[src/rtl/hsfifo_pkg.sv]
package hsfifo_pkg;

  typedef enum logic [1:0] {
    OP_IDLE = 2'b00,
    OP_PUSH = 2'b01,
    OP_POP  = 2'b10,
    OP_BOTH = 2'b11
  } hsfifo_op_e;

  function automatic hsfifo_op_e decode_op(input logic push, input logic pop);
    return hsfifo_op_e'({pop, push});
  endfunction

endpackage

[src/rtl/hsfifo_ptr_ctrl.sv]
module hsfifo_ptr_ctrl
  import hsfifo_pkg::*;
#(
  parameter int unsigned DEPTH     = 8,
  parameter int unsigned PRELOAD_N = 3,
  localparam int unsigned AW = $clog2(DEPTH),
  localparam int unsigned CW = AW + 1
) (
  input  logic          clk_i,
  input  logic          rst_ni,
  input  logic          in_valid_i,
  input  logic          out_ready_i,
  output logic          push_o,
  output logic [AW-1:0] wr_ptr_o,
  output logic [AW-1:0] rd_ptr_o,
  output logic [CW-1:0] occ_o,
  output logic          in_ready_o,
  output logic          out_valid_o
);

  localparam logic [CW-1:0] OCC_INIT  = CW'(PRELOAD_N);
  localparam logic [CW-1:0] OCC_FULL  = CW'(DEPTH);
  localparam logic [AW-1:0] WPTR_INIT = AW'(PRELOAD_N % DEPTH);

  logic [AW-1:0] wr_ptr_q, rd_ptr_q;
  logic [CW-1:0] occ_q, occ_d;
  logic          ready_q, valid_q;
  logic          push, pop;
  hsfifo_op_e    op;

  assign push = in_valid_i & ready_q;
  assign pop  = out_ready_i & valid_q;
  assign op   = decode_op(push, pop);

  always_comb begin
    occ_d = occ_q;
    unique case (op)
      OP_PUSH: occ_d = occ_q + 1'b1;
      OP_POP:  occ_d = occ_q - 1'b1;
      default: occ_d = occ_q;
    endcase
  end

  always_ff @(posedge clk_i or negedge rst_ni) begin
    if (!rst_ni) begin
      wr_ptr_q <= WPTR_INIT;
      rd_ptr_q <= '0;
      occ_q    <= OCC_INIT;
      ready_q  <= (PRELOAD_N < DEPTH);
      valid_q  <= (PRELOAD_N != 0);
    end else begin
      if (push) wr_ptr_q <= wr_ptr_q + 1'b1;
      if (pop)  rd_ptr_q <= rd_ptr_q + 1'b1;
      occ_q   <= occ_d;
      ready_q <= (occ_d < OCC_FULL);
      valid_q <= (occ_d != '0);
    end
  end

  assign push_o      = push;
  assign wr_ptr_o    = wr_ptr_q;
  assign rd_ptr_o    = rd_ptr_q;
  assign occ_o       = occ_q;
  assign in_ready_o  = ready_q;
  assign out_valid_o = valid_q;

endmodule

[src/rtl/hsfifo_store.sv]
module hsfifo_store #(
  parameter int unsigned DATA_W       = 8,
  parameter int unsigned DEPTH        = 8,
  parameter int unsigned PRELOAD_N    = 3,
  parameter int unsigned PRELOAD_BASE = 32'hA0,
  parameter int unsigned PRELOAD_STEP = 32'h11,
  localparam int unsigned AW = $clog2(DEPTH)
) (
  input  logic              clk_i,
  input  logic              rst_ni,
  input  logic              we_i,
  input  logic [AW-1:0]     wr_ptr_i,
  input  logic [DATA_W-1:0] wdata_i,
  input  logic [AW-1:0]     rd_ptr_i,
  output logic [DATA_W-1:0] rdata_o
);

  logic [DATA_W-1:0] slot_q [DEPTH];

  function automatic logic [DATA_W-1:0] seed_of(input int unsigned k);
    int unsigned v;
    v = PRELOAD_BASE + k * PRELOAD_STEP;
    return DATA_W'(v);
  endfunction

  // reset value per slot: preload token or zero for unused slots
  always_ff @(posedge clk_i or negedge rst_ni) begin
    if (!rst_ni) begin
      for (int unsigned k = 0; k < DEPTH; k++) begin
        slot_q[k] <= (k < PRELOAD_N) ? seed_of(k) : '0;
      end
    end else if (we_i) begin
      slot_q[wr_ptr_i] <= wdata_i;
    end
  end

  assign rdata_o = slot_q[rd_ptr_i];

endmodule

[src/rtl/hsfifo_preload.sv]
module hsfifo_preload #(
  parameter int unsigned DATA_W       = 8,
  parameter int unsigned DEPTH        = 8,
  parameter int unsigned PRELOAD_N    = 3,
  parameter int unsigned PRELOAD_BASE = 32'hA0,
  parameter int unsigned PRELOAD_STEP = 32'h11
) (
  input  logic              clk_i,
  input  logic              rst_ni,
  input  logic              in_valid_i,
  input  logic [DATA_W-1:0] in_data_i,
  output logic              in_ready_o,
  output logic              out_valid_o,
  output logic [DATA_W-1:0] out_data_o,
  input  logic              out_ready_i
);

  localparam int unsigned AW = $clog2(DEPTH);
  localparam int unsigned CW = AW + 1;

  generate
    if (DEPTH < 2 || (DEPTH & (DEPTH - 1)) != 0) begin : g_bad_depth
      $error("hsfifo_preload: DEPTH must be a power of two, at least 2");
    end
    if (PRELOAD_N > DEPTH) begin : g_bad_preload
      $error("hsfifo_preload: PRELOAD_N exceeds DEPTH");
    end
  endgenerate

  logic          push;
  logic [AW-1:0] wr_ptr, rd_ptr;
  logic [CW-1:0] occ;

  hsfifo_ptr_ctrl #(
    .DEPTH    (DEPTH),
    .PRELOAD_N(PRELOAD_N)
  ) u_ctrl (
    .clk_i      (clk_i),
    .rst_ni     (rst_ni),
    .in_valid_i (in_valid_i),
    .out_ready_i(out_ready_i),
    .push_o     (push),
    .wr_ptr_o   (wr_ptr),
    .rd_ptr_o   (rd_ptr),
    .occ_o      (occ),
    .in_ready_o (in_ready_o),
    .out_valid_o(out_valid_o)
  );

  hsfifo_store #(
    .DATA_W      (DATA_W),
    .DEPTH       (DEPTH),
    .PRELOAD_N   (PRELOAD_N),
    .PRELOAD_BASE(PRELOAD_BASE),
    .PRELOAD_STEP(PRELOAD_STEP)
  ) u_store (
    .clk_i   (clk_i),
    .rst_ni  (rst_ni),
    .we_i    (push),
    .wr_ptr_i(wr_ptr),
    .wdata_i (in_data_i),
    .rd_ptr_i(rd_ptr),
    .rdata_o (out_data_o)
  );

endmodule

[config.mk]
export PLATFORM = sky130hd
export DESIGN_NAME = hsfifo_preload
export DESIGN_NICKNAME = d
export VERILOG_FILES = /design/src/rtl/hsfifo_pkg.sv /design/src/rtl/hsfifo_ptr_ctrl.sv /design/src/rtl/hsfifo_store.sv /design/src/rtl/hsfifo_preload.sv
export SDC_FILE = /design/constraint.sdc
export NUM_CORES = 1
export LEC_CHECK = 0
export ABC_AREA = 0
export BUFFER_PORTS_ARGS = -buffer_cell sky130_fd_sc_hd__buf_2
export CORE_ASPECT_RATIO = 0.75
export CORE_UTILIZATION = 60
export CTS_CLUSTER_SIZE = 20
export DETAILED_ROUTE_END_ITERATION = 12
export GPL_TIMING_DRIVEN = 0
export PLACE_DENSITY = 0.88
export SLEW_MARGIN = 15
export SYNTH_ARGS = -nofsm -noshare
export SYNTH_HDL_FRONTEND = slang
export SYNTH_HIERARCHICAL = 1
export SYNTH_SLANG_ARGS = --single-unit
[constraint.sdc]
create_clock -name clk_i -period 2.7 [get_ports clk_i]
set_clock_uncertainty 0.15 [all_clocks]
set_input_delay 0.54 -clock clk_i [delete_from_list [all_inputs] [get_ports clk_i]]
set_output_delay 0.54 -clock clk_i [all_outputs]
set_load 0.01 [all_outputs]
Yosys cells after proc, flatten, opt, wreduce, memory -nomap -nowiden:

Cells that the tools add are included.

* output and inout port bits: 10
* latch bits: 0
* bits in writable memories: 0
* register bits after elaboration: 76
* memories: 0
* bits in read-only memories: 0
* word-level logic and storage cells: 36

* order comparisons: 4
* muxes and demuxes: 7
* reduce and logical (&&, ||, !) cells: 2
* shift operators: 0
* bitwise gates (word level): 4
* $mul: 0
* add/sub/neg operators: 4
* divide/modulo/power cells: 0
* equal/unequal tests: 2

Operators with widths (count)
* bitwise mux 64 bit: 1
* binary-select mux 8 bit (select 3 bit): 1
* demux 8 bit (select 3 bit): 1
* two-way mux 8 bit: 3
* >= comparator 4 bit (second input constant): 2
* inverter 3 -> 4 bit: 2
* one-hot mux 4 bit (2 select lines): 1
* adder 3 x 1 -> 3 bit (second input constant): 2
* adder 4 x 1 -> 4 bit (second input constant): 1
* less-than comparator 4 x 1 -> 1 bit (second input constant): 1
* less-than comparator 4 bit (second input constant): 1
* nonzero test 4 bit: 1
* subtractor 4 x 1 -> 4 bit (second input constant): 1
* AND 1 bit: 2
* == test 2 x 1 -> 1 bit (second input constant): 1
* == test 2 bit (second input constant): 1
* logical AND 1 bit: 1

Depth between registers and ports, before layout:

* depth after elaboration: 6
* depth in mapped cells: 10

Hierarchy:

Netlist, hierarchy kept.

Modules (own cells, without submodules)
* hsfifo_store: area an instance 3004.1 µm², cells an instance 172, sequential area each 1612.8 µm², times used 1
* hsfifo_ptr_ctrl: area an instance 629.4 µm², cells an instance 55, sequential area each 307.8 µm², times used 1

Worst setup path after synthesis:

No wires, ideal clock.

* kind: flip-flop to output port
* from: register u_ctrl.rd_ptr_q[0], in the netlist u_ctrl/rd_ptr_o[0]
* to: output out_data_o[1]
* arrival: 1.469 ns
* path buffers: 2
* data required time: 2.010 ns
* path slack: 0.541 ns
* stages on the path, launching flop included: 5
* cells stage by stage: dfrtp_1 > buf_6 > buf_12 > mux4_1 > mux2_2

* cells in the longest elaborated chain, start to end: 4

RTL lines
* from (decl): line hsfifo_ptr_ctrl.sv:25 `logic [AW-1:0] wr_ptr_q, rd_ptr_q;`
* from (signal assigned): line hsfifo_ptr_ctrl.sv:53 `if (pop) rd_ptr_q <= rd_ptr_q + 1'b1;`
* inverter 3 -> 4 bit (implied by the code): line hsfifo_store.sv:37 `assign rdata_o = slot_q[rd_ptr_i];`
* binary-select mux 8 bit (select 3 bit): line hsfifo_store.sv:37
* two-way mux 8 bit (implied by the code) (2 in a row): line hsfifo_store.sv:37
* to (decl): line hsfifo_preload.sv:14 `output logic [DATA_W-1:0] out_data_o,`

No other way between the ends. The select of a mux whose other input is x is not followed.

Final worst setup path:

* from: register u_ctrl.rd_ptr_q[0], in the netlist u_ctrl/rd_ptr_o[0]
* to: output out_data_o[6]

The elaborated chain is that of the path after synthesis.

==> results.py <==
metrics = {
    "synthesis": {
        "syn_inst": 227,
        "synth_top_cell_by_area": "dfrtp_1",
        "synth_top_area_share_pct": 42.0,
        "synthesis.nets": 243,
        "synth_cell_types": 37,
        "yosysSeqAreaShare_pct": 52.9,
        "synth_edf_count": 0,
        "ys_ff_latch": 76,
        "async_flop_share_pct": 100,
        "avgSynthCellArea_sq_um": 16.0,
        "yosysWarnings": 6,
        "synth_area_leaders": "dfrtp_1 42%, mux2_2 23%, dfstp_2 11%, mux4_1 11%, ha_1 1.4%",
        "synth-main-ff-cell": "dfrtp_1",
        "synth_area_sq_mm": 0.00363,
    },
    "sta": {
        "setup_viol": 0,
        "rsz0062_at_grt": "true",
        "period_needed_ns": 2.68,
        "setup_ws_ns": 0.0225,
        "maxSlewViolCount": 0,
        "max_freq_mhz": 373,
        "fin_crit_sh_pct": 99.2,
        "timing.slew.headroom_pct": 49.2,
        "finalHoldViolations": 0,
        "tightest_slew_ns": 0.759,
    },
    "floorplan": {
        "io_pins": 22,
        "dieArea_sq_mm": 0.00637,
        "die_h_um": 69.4,
        "rows": 24,
        "floorplan.initialDensity_pct": 62.4,
        "core_sq_mm": 0.00583,
        "die_w_um": 91.9,
    },
    "clock_network": {
        "cts-buffers-inserted": 9,
        "insertion_delay_ns": 0.35,
        "cts_htree_levels": 3,
        "numClockSinks": 76,
        "cts.path.max_buffers": 2,
        "clkTransAtPathRegs_ns": 0.07,
        "cts_tree": "done",
        "cts_root_buffer": "clkbuf_8",
    },
    "global_routing": {
        "grt_pass1_wl_mm": 11.5,
        "grt_max_degree": 47,
        "overflow": 0,
        "grt_pass1_vias": 2139,
        "antenna_found_initial": 0,
        "grtUsageTotal_pct": 24.8,
    },
    "routing": {
        "drt_first_iter_violations": 97,
        "totalWireLength_mm": 7.18,
        "wl_per_cell_um": 20.6,
        "vias": 2088,
        "via_per_inst": 5.98,
        "drcViolationCount": 0,
        "drt_pass1_iterations": 4,
        "detail-route-antenna-nets": 0,
    },
    "placement": {
        "dp_hpwl_mm": 4.48,
        "port_buffers": 21,
        "dp_cells": 327,
        "dp_worst_setup_slack_ns": 0.144,
        "placed_cell_area_sq_mm": 0.00387,
        "finalWeightedCongestion": 0.695,
    },
    "layout": {
        "num-fill-cells": 410,
        "synthToLayoutAreaGrowth_pct": 14.1,
        "final_cells": 349,
        "seqCellArea_sq_mm": 0.00192,
        "multiInputGateArea_sq_mm": 0.00160,
        "num-nets-final": 282,
        "drive_above_1_share_pct": 59.4,
        "antennaDiodeCount": 0,
        "layout_commonest_cell": "mux2_2",
        "layout_common_cells": "73 x mux2_2, 60 x dfrtp_1, 27 x buf_2",
        "stdcell_area_sq_mm": 0.00415,
    },
    "setup_path": {
        "cpLargestDelayFamily": "multiplexers",
        "cp-start-kind": "flop",
        "crit_chain": "buf_6, buf_12, mux4_1, mux2_2, buf_2",
        "cp.arrival_ns": 1.99,
        "required_ns": 2.01,
        "path_class": "flop to output pin",
        "crit_path_end_kind": "output pin",
        "slowest_delay_ns": 0.55,
        "worst-path-buf-inv": 3,
        "slowest_stage": "mux4_1",
        "path_max_fanout": 6,
    },
    "power": {
        "p_clk_share_pct": 17.9,
        "seqPwrFrac_pct": 40.1,
        "p_sw_share_pct": 30.8,
        "power.static_leakage_nw": 1.83,
        "power.density_mw_per_mm2": 1280,
        "max-vdd-ir-drop_v": 0.000629,
        "switching_power_mw": 1.64,
        "internal_power_mw": 3.67,
        "combPwrFrac_pct": 42.0,
    },
    "flow_run": {
        "max-cap-violations": 0,
    },
    "run_status": {
        "outcome": "completed",
    },
    "min_path": {
        "hp-class": "flop to flop",
    },
}
## kinds of logic after synthesis
logic type                 after synthesis  share of synthesized area [%]
xor gates and xnor gates                 7                           1.69
buffers and inverters                   15                           2.51
adders and majority gates                4                           1.38
muxes                                   90                           34.4
AOI/OAI and AO/OA                        7                           1.55
and+or+nand+nor                         28                           5.61
DFF                                     76                           52.9
## power groups by stage
| stage | logic, mW | registers [mW] | clock network (mW) |
|---|---|---|---|
| floorplan | 1.65 | 1.99 | 0 |
| global placement | 2.03 | 2.05 | 0 |
| detailed placement | 2.12 | 2.09 | 0 |
| CTS | 2.15 | 2.10 | 0.971 |
| global route | 2.41 | 2.19 | 1.02 |
| finish | 2.23 | 2.13 | 0.950 |
## layer usage
layer	global-route usage, %	wire [um]	vias up
met5	0	0	-
met4	7.29	89	0
met3	6.25	371	11
met2	38.0	3370	61
met1	35.5	3350	1078
li1	-	-	938
## cell type report
class / count / share of cell area (%)
clock buffers: 14 / 4.65
flip-flops and latches: 76 / 46.4
multi-input cells: 136 / 38.6
well taps: 78 / 2.35
plain buffers: 11 / 1.78
clock inverters: 2 / 0.936
inverters: 3 / 0.332
repair buffers: 29 / 5.01
## synthesized netlist by cell type (2+ instances only)
| library cell | n |
|---|---|
| dfrtp_1 | 61 |
| nor4bb_1 | 3 |
| nand4b_1 | 3 |
| xor2_1 | 2 |
| clkbuf_1 | 2 |
| buf_2 | 7 |
| nor2_1 | 3 |
| mux2_2 | 74 |
| a21oi_2 | 2 |
| mux4_1 | 15 |
| dfstp_2 | 15 |
| nor3_2 | 2 |
| xnor2_1 | 5 |
| ha_1 | 4 |
| nand2_1 | 6 |
| nor3_1 | 2 |
## sequential cells by signal (all words and copies together) (netlist names)
name,flops
u_store/slot_q,64
u_ctrl/wr_ptr_o,3
u_ctrl/out_valid_o,1
u_ctrl/rd_ptr_o,3
u_ctrl/in_ready_o,1
u_ctrl/occ_o,4
## stage by stage
| stage | utilization (%) | hold WS (ns) | power (mW) | TNS [ns] |
|---|---|---|---|---|
| 2_1_floorplan | - | 0.0944 | 3.64 | 0 |
| 3_3_place_gp | 65.9 | 0.307 | 4.07 | 0 |
| 3_5_place_dp | 66.4 | 0.309 | 4.21 | 0 |
| 4_1_cts | 70.7 | 0.325 | 5.22 | 0 |
| 5_1_grt | 71.2 | 0.336 | 5.61 | -0.149 |
| 6_report | 71.2 | 0.324 | 5.31 | 0 |
## worst paths after layout
kind / cells after the start / from / to / slack (ns)
hold reg to reg: 1 / u_ctrl/wr_ptr_o[2] / u_ctrl/wr_ptr_o[2] / 0.32
max in group asynchronous: 3 / rst_ni / u_store/slot_q[46] / 1.26
hold / removal: 1 / u_ctrl/wr_ptr_o[2] / u_ctrl/wr_ptr_o[2] / 0.32
min in group asynchronous: 2 / rst_ni / u_store/slot_q[56] / 0.52
setup / recovery: 5 / u_ctrl/rd_ptr_o[0] / out_data_o[6] / 0.02
setup reg to reg: 5 / u_ctrl/in_ready_o / u_store/slot_q[57] / 0.33
## worst reg2reg max path: cells and delay by family, from the launching register on
kind | cells | cell delay [ns]
multiplexers | 1 | 0.42
AND/OR/NAND/NOR | 2 | 0.77
flip-flops | 1 | 0.56
buffers and inverters | 2 | 0.35
## what timing repair did
item,in CTS,in global routing
gates resized for setup,3,6
buffers inserted,3,2
hold endpoints to repair,23,0
setup endpoints to repair,8,7
hold buffers,1,0
cloned,0,1
(Power assumes the default switching activity.)
